### config.mk
export PLATFORM = sky130hd
export DESIGN_NAME = serial_pattern_rx
export DESIGN_NICKNAME = d
export VERILOG_FILES = /design/src/rtl/spd_pkg.sv /design/src/rtl/line_sync.sv /design/src/rtl/rx_sequencer.sv /design/src/rtl/bit_history.sv /design/src/rtl/serial_pattern_rx.sv
export SDC_FILE = /design/constraint.sdc
export NUM_CORES = 1
export LEC_CHECK = 0
export BUFFER_PORTS_ARGS = -buffer_cell sky130_fd_sc_hd__buf_2
export CAP_MARGIN = 0
export CORE_UTILIZATION = 37
export CTS_BUF_LIST = sky130_fd_sc_hd__clkbuf_8
export CTS_CLUSTER_SIZE = 28
export DETAILED_ROUTE_END_ITERATION = 12
export SLEW_MARGIN = 15
export SYNTH_ARGS = -nofsm -noshare
export SYNTH_HDL_FRONTEND = slang
export SYNTH_SLANG_ARGS = --single-unit
### constraint.sdc
create_clock -name clk -period 1.3 [get_ports clk]
set_input_delay 0.325 -clock clk [delete_from_list [all_inputs] [get_ports clk]]
set_output_delay 0.325 -clock clk [all_outputs]
set_load 0.02 [all_outputs]
### src/rtl/spd_pkg.sv
package spd_pkg;

    localparam int OVS_RATIO  = 4;   // receive clocks per bit
    localparam int PATTERN_W  = 4;   // bits compared
    localparam int SYNC_DEPTH = 2;   // synchronizer flops
    localparam int END_RUN    = 4;   // ones that end a stream

    typedef enum logic [1:0] {
        ST_IDLE = 2'd0,
        ST_QUAL = 2'd1,
        ST_RECV = 2'd2
    } rx_state_e;

    typedef struct packed {
        logic confirm;   // start bit accepted this cycle
        logic sample;    // data bit taken this cycle
    } seq_ctl_t;

    function automatic int sat_inc(input int value, input int limit);
        return (value >= limit) ? limit : value + 1;
    endfunction

endpackage

### src/rtl/line_sync.sv
module line_sync #(
    parameter int STAGES = spd_pkg::SYNC_DEPTH
) (
    input  logic clk,
    input  logic rst,
    input  logic d_async,
    output logic d_sync
);
    logic [STAGES-1:0] chain_q;

    generate
        if (STAGES == 1) begin : g_single
            always_ff @(posedge clk) begin
                if (rst) chain_q <= '1;
                else     chain_q <= d_async;
            end
        end else begin : g_multi
            always_ff @(posedge clk) begin
                if (rst) chain_q <= '1;   // line rests high
                else     chain_q <= {chain_q[STAGES-2:0], d_async};
            end
        end
    endgenerate

    assign d_sync = chain_q[STAGES-1];
endmodule

### src/rtl/rx_sequencer.sv
module rx_sequencer
    import spd_pkg::*;
#(
    parameter int OVS = OVS_RATIO
) (
    input  logic      clk,
    input  logic      rst,
    input  logic      line_s,
    input  logic      stop_req,
    output seq_ctl_t  ctl,
    output logic      start_flag
);
    localparam int CW        = (OVS > 2) ? $clog2(OVS) : 1;
    localparam int QUAL_LAST = OVS / 2 - 1;

    rx_state_e      state_q, state_d;
    logic [CW-1:0]  cnt_q, cnt_d;
    logic           start_q;
    seq_ctl_t       ctl_d;

    always_comb begin
        state_d       = state_q;
        cnt_d         = cnt_q;
        ctl_d         = '0;
        unique case (state_q)
            ST_IDLE: begin
                cnt_d = '0;
                if (!line_s) state_d = ST_QUAL;
            end
            ST_QUAL: begin
                if (cnt_q == CW'(QUAL_LAST)) begin
                    cnt_d = '0;
                    if (!line_s) begin
                        state_d       = ST_RECV;
                        ctl_d.confirm = 1'b1;
                    end else begin
                        state_d = ST_IDLE;
                    end
                end else begin
                    cnt_d = cnt_q + 1'b1;
                end
            end
            ST_RECV: begin
                if (cnt_q == CW'(OVS - 1)) begin
                    cnt_d        = '0;
                    ctl_d.sample = 1'b1;
                    if (stop_req) state_d = ST_IDLE;
                end else begin
                    cnt_d = cnt_q + 1'b1;
                end
            end
            default: begin
                state_d = ST_IDLE;
                cnt_d   = '0;
            end
        endcase
    end

    always_ff @(posedge clk) begin
        if (rst) begin
            state_q <= ST_IDLE;
            cnt_q   <= '0;
            start_q <= 1'b0;
        end else begin
            state_q <= state_d;
            cnt_q   <= cnt_d;
            start_q <= ctl_d.confirm;
        end
    end

    assign ctl        = ctl_d;
    assign start_flag = start_q;

    // start flag is a single-cycle pulse
    a_r4_start_single: assert property (@(posedge clk) disable iff (rst)
        start_q |=> !start_q);

    // start flag only follows the qualify state
    a_r4_start_from_qual: assert property (@(posedge clk) disable iff (rst)
        start_q |-> $past(state_q) == ST_QUAL);

    // qualify wait never exceeds its bound
    a_r3_qual_bounded: assert property (@(posedge clk) disable iff (rst)
        (state_q == ST_QUAL) |-> (cnt_q <= CW'(QUAL_LAST)));

    // data samples are never back to back
    a_r5_sample_spacing: assert property (@(posedge clk) disable iff (rst)
        ctl_d.sample |=> !ctl_d.sample);

    // completed run of ones forces idle
    a_r9_stop_to_idle: assert property (@(posedge clk) disable iff (rst)
        (ctl_d.sample && stop_req) |=> (state_q == ST_IDLE));
endmodule

### src/rtl/bit_history.sv
module bit_history
    import spd_pkg::*;
#(
    parameter int PAT_W    = PATTERN_W,
    parameter int RUN_LEN  = END_RUN
) (
    input  logic             clk,
    input  logic             rst,
    input  logic             clear,
    input  logic             sample,
    input  logic             bit_i,
    input  logic [PAT_W-1:0] pattern_i,
    output logic             match_o,
    output logic             stop_o
);
    localparam int FW = $clog2(PAT_W + 1);
    localparam int RW = $clog2(RUN_LEN + 1);

    logic [PAT_W-1:0] hist_q;
    logic [PAT_W-1:0] hist_next;
    logic [FW-1:0]    fill_q;
    logic [RW-1:0]    run_q;
    logic             match_q;
    logic             will_be_full;

    // newest bit enters at the bottom; the top bit is the oldest
    assign hist_next    = {hist_q[PAT_W-2:0], bit_i};
    assign will_be_full = (fill_q >= FW'(PAT_W - 1));
    assign stop_o       = bit_i && (run_q == RW'(RUN_LEN - 1));

    always_ff @(posedge clk) begin
        if (rst || clear) begin
            hist_q  <= '0;
            fill_q  <= '0;
            run_q   <= '0;
            match_q <= 1'b0;
        end else begin
            match_q <= sample && will_be_full && (hist_next == pattern_i);
            if (sample) begin
                hist_q <= hist_next;
                fill_q <= FW'(sat_inc(int'(fill_q), PAT_W));
                run_q  <= bit_i ? RW'(sat_inc(int'(run_q), RUN_LEN)) : '0;
            end
        end
    end

    assign match_o = match_q;

    // match flag is a single-cycle pulse
    a_r6_match_single: assert property (@(posedge clk) disable iff (rst)
        match_q |=> !match_q);

    // a match needs a full history since the last start
    a_r8_match_needs_fill: assert property (@(posedge clk) disable iff (rst)
        match_q |-> (fill_q == FW'(PAT_W)));
endmodule

### src/rtl/serial_pattern_rx.sv
module serial_pattern_rx
    import spd_pkg::*;
#(
    parameter int OVS     = OVS_RATIO,
    parameter int PAT_W   = PATTERN_W,
    parameter int SYNC_N  = SYNC_DEPTH,
    parameter int RUN_LEN = END_RUN
) (
    input  logic             clk,
    input  logic             rst,
    input  logic             rx_line,
    input  logic [PAT_W-1:0] pattern_i,
    output logic             start_o,
    output logic             match_o
);
    logic     line_s;
    logic     stop_req;
    seq_ctl_t ctl;

    line_sync #(.STAGES(SYNC_N)) u_sync (
        .clk     (clk),
        .rst     (rst),
        .d_async (rx_line),
        .d_sync  (line_s)
    );

    rx_sequencer #(.OVS(OVS)) u_seq (
        .clk        (clk),
        .rst        (rst),
        .line_s     (line_s),
        .stop_req   (stop_req),
        .ctl        (ctl),
        .start_flag (start_o)
    );

    bit_history #(.PAT_W(PAT_W), .RUN_LEN(RUN_LEN)) u_hist (
        .clk       (clk),
        .rst       (rst),
        .clear     (ctl.confirm),
        .sample    (ctl.sample),
        .bit_i     (line_s),
        .pattern_i (pattern_i),
        .match_o   (match_o),
        .stop_o    (stop_req)
    );

    // no flag while reset is held
    a_r1_quiet_in_reset: assert property (@(posedge clk)
        $past(rst) |-> (!start_o && !match_o));
endmodule

==> flow_metrics.tcl, run 1 <==
set metrics [dict create \
    status "finished clean" \
    clock-sinks 17 \
    cp_slowest_stage_delay_ns 0.36 \
    wl_per_cell_um 11.57 \
    swShare_pct 26.59 \
    maxCapViolCount 0 \
    drc 0 \
    holdBufCountCts 0 \
    place.gp.congestion 0.7272 \
    synthCells 99 \
    ctsHtreeMaxLevel 1 \
    ant_nets 0 \
    ys_types 26 \
    slew_headroom_pct 83.12 \
    power_switching_uw 314.6 \
    ys_seq_area_share_pct 37.01 \
    ys_ff_latch 17 \
    worst_path_max_delay_cell "dfxtp_2" \
    start_util_pct 40.41 \
    cts_buffers 3 \
    hpwl_um 1221 \
    reg2reg_depth 5 \
    worstHoldStart "rx_line" \
    tightestPinTransition_ns 0.2531 \
    finalWorstSetupSlack_ns 0.01866 \
    drtIter0Drc 4 \
    start_kind "flop" \
    grt_pass1_vias 632 \
    timing.rr.end "u_seq.state_q[0]" \
    port-buffer-count 8 \
    final_cell_mix "nand2_1, dfxtp_1, inv_1" \
    cts_root_buffer "clkbuf_8" \
    ff2ff_setup_slack_ns 0.02 \
    yosysTopAreaCell "dfxtp_1" \
    finalSetupViolations 0 \
    avgSynthCellArea_um2 9.289 \
    drv_slew 0 \
    rsz0062_at_grt "true" \
    r2r-start "u_hist.run_q[0]" \
    diodes 0 \
    ys.warnings.count 0 \
    io_pins 9 \
    end_kind "flop" \
    yosysTopAreaCellShare_pct 37.01 \
    critPathKind "flop to flop" \
    clk_latency_ns 0.25 \
    worst_ir_drop_vdd_uv 878.3 \
    pwr-share-comb_pct 19.7 \
    syn_to_final_growth_pct 29.66 \
    nets 138 \
    crit_required_ns 1.47 \
    viasPerCell 4.779 \
    crit_arrival_ns 1.45 \
    intPower_uw 868.7 \
    die_y_um 51.86 \
    wl_um 1677 \
    die_area_um2 2689 \
    die_width_um 51.86 \
    power.density_nw_per_um2 992.4 \
    drive_gt1_share_pct 38.46 \
    worstHoldEndpoint "u_sync.chain_q[0]" \
    min_period_ns 1.281 \
    path_cells "ha_4 > ha_4 > nand3_4 > a221oi_4 > mux2i_1" \
    num_vias 693 \
    preCtsSetupSlack_ns -0.1247 \
    finalCritPeriodShare_pct 98.56 \
    cpLargestDelayFamily "flip-flops" \
    cts_tree "built" \
    fmax_mhz 780.4 \
    synth_area_leaders "dfxtp_1, ha_1, a21oi_1" \
    critPathMostFrequentCell "ha_4" \
    grt_overflow 0 \
    pwr-share-seq_pct 48.0 \
    dr.pass1.iters 4 \
    syn-num-nets 119 \
    syn_area_um2 919.6 \
    critical_path_buf_inv_count 0 \
    power_frac_clock_pct 32.4 \
    clk_pin_slew_worst_paths_ns 0.07 \
    core_um2 2276 \
    leakage_uw 0.0004740 \
    p_total_uw 1183 \
    holdCritPathClass "input port to flop" \
    clockBufferDepth 2 \
    grt_pass1_wl_um 2691 \
    finalHoldViolations 0 \
    grt_max_degree 10 \
    critPathMaxFanout 2 \
    rows 17 \
    grtUsageTotal_pct 14.34 \
    whs_ns 0.2554 \
    holdPathStages 2 \
    antenna_found_initial 0 \
    skew_ns 0.005370 \
]
-- through the flow --
step / area, um2 / util [%] / setup TNS, ns / cells
detailed placement: 1027 / 45.13 / -0.3280 / 138
floorplan: 919.6 / - / 0 / 99
global route: 1192 / 52.39 / -0.1110 / 145
global placement: 1027 / 45.13 / -0.05130 / 138
CTS: 1160 / 50.96 / -0.04996 / 144
finish: 1192 / 52.39 / 0 / 145
-- worst max-delay path by stage --
| stage | start | end | slack [ns] | cells after the start |
|---|---|---|---|---|
| 6_report | u_hist.run_q[0] | u_seq.state_q[0] | 0.02 | 5 |
| 5_1_grt | u_hist.run_q[0] | u_seq.state_q[0] | -0.05 | 5 |
| 4_1_cts | u_seq.state_q[0] | u_hist.match_o | -0.02 | 5 |
| 3_5_place_dp | u_seq.state_q[1] | u_seq.state_q[0] | -0.12 | 5 |
| 3_3_place_gp | u_seq.state_q[1] | u_seq.state_q[0] | -0.05 | 5 |
| 2_1_floorplan | u_seq.state_q[1] | u_seq.state_q[0] | 0.07 | 5 |
-- repair_timing --
item / 4_1_cts / 5_1_grt
pin swaps: 1 / 1
buffers inserted: 2 / 1
cloned: 0 / 0
setup endpoints to repair: 8 / 12
resized for setup: 20 / 5
-- state kept, by name, summed over array words and instances (netlist names) --
signal and count:
u_hist.run_q 3, u_sync.chain_q 2, u_seq.cnt_q 2, u_hist.match_o 1
u_hist.fill_q 3, u_hist.hist_q 3, u_seq.state_q 2, u_seq.start_flag 1
-- layout make-up --
cell class	instances	area [um2]
Timing Repair Buffer	18	127.6
Clock buffer	3	41.29
Fill cell	213	1084
Clock inverter	1	3.754
Multi-Input combinational cell	67	595.6
Sequential cell	17	347.8
Inverter	11	41.29
Tap cell	28	35.03
-- cells in the mapped netlist --
library cell,number
a21oi_1,9
ha_1,13
a211o_1,1
nor2_1,3
buf_6,2
a221oi_2,1
or3_1,1
nand2b_1,4
mux2i_1,1
nor4_4,1
buf_2,2
o21a_1,2
nor2b_1,1
nand2_1,12
o31ai_1,1
inv_1,11
nand3_1,3
nand3b_4,1
xnor2_1,3
xor2_1,1
nand4_1,3
dfxtp_1,17
or2_2,2
nand2b_2,1
nor3_1,2
and2_1,1
-- worst reg2reg max path: cells and delay by family (launching register included) --
family | cells | cell delay [ns]
fa+ha+maj | 2 | 0.27
simple gates | 1 | 0.08
compound gates | 1 | 0.28
mux | 1 | 0.22
flops | 1 | 0.36
-- per-layer routing --
layer	wire [um]	vias to the layer above	global-route usage [%]	part of all wire (%)
met5	0	-	0	0
met4	32	0	6.757	1.9
met3	42	5	5.263	2.5
met2	874	6	23.29	52
met1	727	325	16.49	43
li1	-	357	-	-
-- power groups by stage --
stage               Combinational [uW]  Sequential, uW  Clock (uW)
floorplan                          139             560           0
global placement                   169             564           0
detailed placement                 180             565           0
CTS                                227             564         401
global route                       252             568         421
finish                             233             567         383
-- logic make-up after synthesis --
family                     synth area share [%]
and+or+nand+nor                           22.45
buffers and inverters                     8.027
adders and majority gates                 17.69
muxes                                     1.088
DFF                                       37.01
xor gates and xnor gates                  3.810
AOI/OAI and AO/OA                         9.931
Power figures use the tool's default switching activity.
==> run 2, diff against run 1 <==
--- a/config.mk
+++ b/config.mk
@@ -11,6 +11,7 @@
 export CTS_BUF_LIST = sky130_fd_sc_hd__clkbuf_8
 export CTS_CLUSTER_SIZE = 28
 export DETAILED_ROUTE_END_ITERATION = 12
+export RECOVER_POWER = 100
 export SLEW_MARGIN = 15
 export SYNTH_ARGS = -nofsm -noshare
 export SYNTH_HDL_FRONTEND = slang
==> constraint.sdc (replaced) <==
create_clock -name clk -period 1.3 [get_ports clk]
set_input_delay 0.325 -clock clk [delete_from_list [all_inputs] [get_ports clk]]
set_output_delay 0.325 -clock clk [all_outputs]
set_load 0.05 [all_outputs]
==> run 2 against run 1 <==
  * Combinational power hardly changed
  * Count of clock-buffer cells in the layout stayed put
  * Total power hardly changed
  * Sequential power hardly changed
  * Utilization is 0.055 points lower
  * Via count stayed put
  * Clock skew hardly changed
  * Global-route usage stayed put
  * Critical path depth stayed put
  * Final cell count stayed put
  * Routed wire length is 0.12% higher
  * Critical path type unchanged
==> flow_metrics.tcl, run 2 (same netlist as run 1, synthesis figures left out) <==
set metrics [dict create \
    critPathKind "flop to flop" \
    worstHoldStart "rx_line" \
    wl_per_cell_um 11.58 \
    drv_slew 0 \
    cts_root_buffer "clkbuf_8" \
    die_area_um2 2689 \
    clockBufferDepth 2 \
    rsz0062_at_grt "true" \
    ant_nets 0 \
    clk_latency_ns 0.25 \
    final-seq-area_um2 347.8 \
    finalCritPeriodShare_pct 98.56 \
    tightestPinTransition_ns 0.3069 \
    final_cells 145 \
    grt_pass1_wl_um 2691 \
    dr.pass1.iters 4 \
    place.gp.congestion 0.7272 \
    viasPerCell 4.779 \
    finalWorstSetupSlack_ns 0.01869 \
    cp-startpoint "u_hist.run_q[0]" \
    preCtsSetupSlack_ns -0.1247 \
    drive_gt1_share_pct 37.61 \
    critPathMaxFanout 2 \
    fin_util_pct 52.34 \
    holdPathStages 2 \
    hpwl_um 1221 \
    leakage_uw 0.0004712 \
    wl_um 1679 \
    path_cells "ha_4 > ha_4 > nand3_4 > a221oi_4 > mux2i_1" \
    r2r-start "u_hist.run_q[0]" \
    skew_ns 0.005339 \
    core_um2 2276 \
    num_vias 693 \
    die_y_um 51.86 \
    finalSetupTns_ns 0 \
    worst_ir_drop_vdd_uv 878.5 \
    min_period_ns 1.281 \
    fillers 212 \
    crit_arrival_ns 1.45 \
    crit_required_ns 1.47 \
    end_kind "flop" \
    drc 0 \
    holdCritPathClass "input port to flop" \
    finalSetupViolations 0 \
    clk_pin_slew_worst_paths_ns 0.07 \
    final_cell_mix "nand2_1, dfxtp_1, inv_1" \
    critPathMostFrequentCell "ha_4" \
    start_kind "flop" \
    worst_path_max_delay_cell "dfxtp_2" \
    cts_tree "built" \
    dp.cells 138 \
    clock-sinks 17 \
    die_width_um 51.86 \
    status "finished clean" \
    cts_buffers 3 \
    reg_top3 "u_hist.fill_q x3, u_hist.hist_q x3, u_hist.run_q x3" \
    nets 138 \
    grt_max_degree 10 \
    io_pins 9 \
    antenna_found_initial 0 \
    diodes 0 \
    port-buffer-count 8 \
    power.density_nw_per_um2 993.1 \
    grt_overflow 0 \
    multiInputGateArea_um2 595.6 \
    cp_slowest_stage_delay_ns 0.36 \
    ctsHtreeMaxLevel 1 \
    drtIter0Drc 4 \
    maxCapViolCount 0 \
    rows 17 \
    slew_headroom_pct 79.54 \
    grtUsageTotal_pct 14.34 \
    fmax_mhz 780.5 \
    reg2reg_depth 5 \
    start_util_pct 40.41 \
    finalHoldViolations 0 \
    syn_to_final_growth_pct 29.52 \
    grt_pass1_vias 632 \
]
==> run 2: layer usage <==
metal | vias to the layer above | GRT usage (%) | wire length (um)
met5 | - | 0 | 0
met4 | 0 | 6.757 | 32
met3 | 5 | 5.263 | 43
met2 | 6 | 23.29 | 874
met1 | 325 | 16.49 | 728
li1 | 357 | - | -
==> run 2: worst max-delay path, delay by kind of cell (launching register included) <==
kind | cells | cell delay (ns)
DFF | 1 | 0.36
and+or+nand+nor | 1 | 0.08
adders and majority gates | 2 | 0.27
muxes | 1 | 0.22
AOI/OAI and AO/OA | 1 | 0.28
==> run 2: where the power goes <==
group | switching (uW) | internal [uW]
registers | 25.1 | 542
clock network | 174 | 210
logic | 116 | 116
==> run 2: path summary, 6_finish.rpt <==
check / endpoint / slack (ns)
max: u_seq.state_q[0] / 0.02
min: u_sync.chain_q[0] / 0.26
max reg2reg: u_seq.state_q[0] / 0.02
min reg2reg: u_sync.chain_q[1] / 0.42
==> run 2: metrics by stage <==
stage | instance area (um2) | hold slack (ns) | total power (uW)
5_1_grt | 1191 | 0.2544 | 1242
4_1_cts | 1160 | 0.2500 | 1192
3_5_place_dp | 1027 | 0.4151 | 745.4
6_report | 1191 | 0.2553 | 1183
3_3_place_gp | 1027 | 0.3981 | 732.8
2_1_floorplan | 919.6 | 0.3895 | 699.4
==> run 2: layout make-up <==
cell class                 count  share of cell area (%)
clock inverter                 1                  0.3151
inverter                      11                   3.466
tap                           28                   2.941
clock buffer                   3                   3.466
timing repair buffer          18                   10.61
multi-input combinational     67                   50.00
sequential                    17                   29.20
==> run 2: what timing repair did <==
item                       CTS  global route
setup buffers                2             1
hold buffers                 0             0
setup endpoints to repair    8            12
resized for setup           20             5
pin swaps                    1             1
==> run 3, diff against run 2 <==
--- a/config.mk
+++ b/config.mk
@@ -5,6 +5,7 @@
 export SDC_FILE = /design/constraint.sdc
 export NUM_CORES = 1
 export LEC_CHECK = 0
+export ABC_AREA = 1
 export BUFFER_PORTS_ARGS = -buffer_cell sky130_fd_sc_hd__buf_2
 export CAP_MARGIN = 0
 export CORE_UTILIZATION = 37
@@ -12,7 +13,7 @@
 export CTS_CLUSTER_SIZE = 28
 export DETAILED_ROUTE_END_ITERATION = 12
 export RECOVER_POWER = 100
-export SLEW_MARGIN = 15
+export SLEW_MARGIN = 10
 export SYNTH_ARGS = -nofsm -noshare
 export SYNTH_HDL_FRONTEND = slang
 export SYNTH_SLANG_ARGS = --single-unit
==> run 3 against run 2 <==
  * Combinational power decreased by 33%
  * Sequential power decreased by 3%
  * Die area grew 1.2%
  * Fmax up 4.6%
  * Clock power down 1%
  * Total power decreased by 8.5%
  * Flip-flop and latch count is the same
  * Clock skew is 0.0015 ns lower
  * Global-route usage fell by 0.64 points
  * Non-clock buffer count shrank 8
  * Worst hold slack better by 0.0012 ns
  * Critical endpoint is now u_hist.run_q[1]
  * Largest power group unchanged
==> flow_metrics.tcl, run 3 <==
set metrics [dict create \
    drc 0 \
    leakage_uw 0.0004913 \
    rows 17 \
    ys_ff_latch 17 \
    reg2reg_depth 6 \
    syn_area_um2 930.9 \
    preCtsSetupSlack_ns 0.007444 \
    num_vias 710 \
    ff2ff_setup_slack_ns 0.08 \
    worstHoldEndpoint "u_sync.chain_q[0]" \
    hpwl_um 1171 \
    wl_um 1488 \
    timing.rr.end "u_hist.run_q[1]" \
    cts_buffers 3 \
    power.density_nw_per_um2 1007 \
    worst_ir_drop_vdd_uv 764.9 \
    cts_tree "built" \
    avgSynthCellArea_um2 7.823 \
    slew_headroom_pct 82.83 \
    path_cells "inv_1 > ha_2 > nand2_4 > nor3_2 > nand2_1 > a21oi_1" \
    worst_path_max_delay_cell "dfxtp_2" \
    ys.warnings.count 0 \
    clock-sinks 17 \
    whs_ns 0.2565 \
    viasPerCell 4.438 \
    diodes 0 \
    final_cell_mix "inv_1, nand2_1, nor2_1" \
    yosysTopAreaCell "dfxtp_1" \
    clk_latency_ns 0.25 \
    ys_seq_area_share_pct 36.56 \
    grtUsageTotal_pct 13.69 \
    synth_most_common_cell "nand2_1" \
    syn_to_final_growth_pct 15.46 \
    cpLargestDelayFamily "simple AND/OR/NAND/NOR gates" \
    power_switching_uw 272.4 \
    critPathKind "flop to flop" \
    yosysTopAreaCellShare_pct 36.56 \
    cts_setup_buffers 0 \
    core_um2 2297 \
    synth_edf_count 0 \
    ys_types 24 \
    place.gp.congestion 0.7544 \
    tightestPinTransition_ns 0.2571 \
    holdCritPathClass "input port to flop" \
    die_area_um2 2721 \
    skew_ns 0.003791 \
    die_y_um 52.16 \
    grt_max_degree 15 \
    async_flop_share_pct 0 \
    synth_area_leaders "dfxtp_1, ha_1, nand2_1" \
    finalHoldViolations 0 \
    clockBufferDepth 2 \
    start_util_pct 40.52 \
    fmax_mhz 816.4 \
    critPathMaxFanout 14 \
    worstHoldStart "rx_line" \
    holdBufCountCts 0 \
    antenna_found_initial 0 \
    rsz0062_at_grt "true" \
    grt_pass1_wl_um 2746 \
    maxCapViolCount 0 \
    dr.pass1.iters 4 \
    drtIter0Drc 6 \
    finalCritPeriodShare_pct 94.22 \
    die_width_um 52.16 \
    syn-num-nets 139 \
    min_period_ns 1.225 \
    layout_commonest_cell "inv_1" \
    nets 153 \
    port-buffer-count 8 \
    status "finished clean" \
    fin_util_pct 46.79 \
    drive_gt1_share_pct 25.76 \
    pwr-share-seq_pct 50.7 \
    synth.top_cells.by_count "nand2_1, inv_1, dfxtp_1, nor2_1, ha_1" \
    finalSetupViolations 0 \
    reg_top3 "u_hist.fill_q x3, u_hist.hist_q x3, u_hist.run_q x3" \
    ctsHtreeMaxLevel 1 \
    intPower_uw 809.8 \
    r2r-start "u_seq.state_q[0]" \
    clk_pin_slew_worst_paths_ns 0.06 \
    finalWorstSetupSlack_ns 0.07513 \
    grt_pass1_vias 692 \
    power_frac_clock_pct 35.0 \
    crit_required_ns 1.47 \
    synth_ff_type "dfxtp_1" \
    drv_slew 0 \
    grt_overflow 0 \
    pwr-share-comb_pct 14.3 \
    crit_arrival_ns 1.40 \
    io_pins 9 \
    cts_root_buffer "clkbuf_8" \
    synthCells 119 \
    start_kind "flop" \
    end_kind "flop" \
    holdPathStages 2 \
    finalSetupTns_ns 0 \
    cp_slowest_stage_delay_ns 0.33 \
    ant_nets 0 \
    critical_path_buf_inv_count 1 \
    swShare_pct 25.17 \
    wl_per_cell_um 9.300 \
]
## run 3: layout make-up
class,count,area (um2)
repair buffers,10,55.05
well taps,28,35.03
fillers,240,1222
clock inverters,1,3.754
inverters,22,83.83
multi-input cells,79,510.5
clock buffers,3,41.29
flip-flops and latches,17,345.3
## run 3: cell families (layout without fill, tap and decap cells)
kind of cell | after synthesis | after routing | share of synthesized area, %
simple gates | 51 | 51 | 25.27
buf+inv | 23 | 36 | 10.21
flops | 17 | 17 | 36.56
fa+ha+maj | 13 | 13 | 17.47
compound gates | 13 | 13 | 8.602
xor+xnor | 2 | 2 | 1.882
## run 3: power groups by stage
stage          sequential (uW)  combinational, uW  clock [uW]
5_1_grt                    550                177         427
4_1_cts                    546                155         400
6_report                   548                155         379
2_1_floorplan              555                116           0
3_5_place_dp               558                153           0
3_3_place_gp               557                149           0
## run 3: worst max-delay path by stage
stage | startpoint | endpoint | slack, ns | cells after the start
4_1_cts | u_seq.state_q[0] | u_seq.state_q[0] | 0.01 | 8
6_report | u_seq.state_q[0] | u_hist.run_q[1] | 0.08 | 6
3_3_place_gp | u_seq.state_q[0] | u_hist.fill_q[1] | 0.01 | 5
2_1_floorplan | u_seq.state_q[0] | u_hist.fill_q[1] | 0.11 | 6
5_1_grt | u_seq.state_q[0] | u_hist.run_q[1] | -0.03 | 6
3_5_place_dp | u_seq.state_q[0] | u_hist.run_q[1] | 0.007 | 6
## run 3: layer usage
metal | up-vias | part of all wire (%) | track usage (%)
li1 | 390 | - | -
met4 | 0 | 0.94 | 3.947
met2 | 10 | 47 | 25.64
met5 | - | 0 | 0
met3 | 2 | 3.2 | 4.386
met1 | 308 | 48 | 14.39
## run 3: repair_timing
action / 4_1_cts / 5_1_grt
pin swaps: 0 / 0
endpoints found under the setup margin: 2 / 12
gates resized for setup: 1 / 8
## run 3: metrics by stage
step | cell area (um2) | total power, uW | cells
2_1_floorplan | 930.9 | 671.3 | 119
3_5_place_dp | 1010 | 710.9 | 156
3_3_place_gp | 1010 | 706.4 | 156
5_1_grt | 1075 | 1154 | 160
4_1_cts | 1060 | 1101 | 160
6_report | 1075 | 1082 | 160
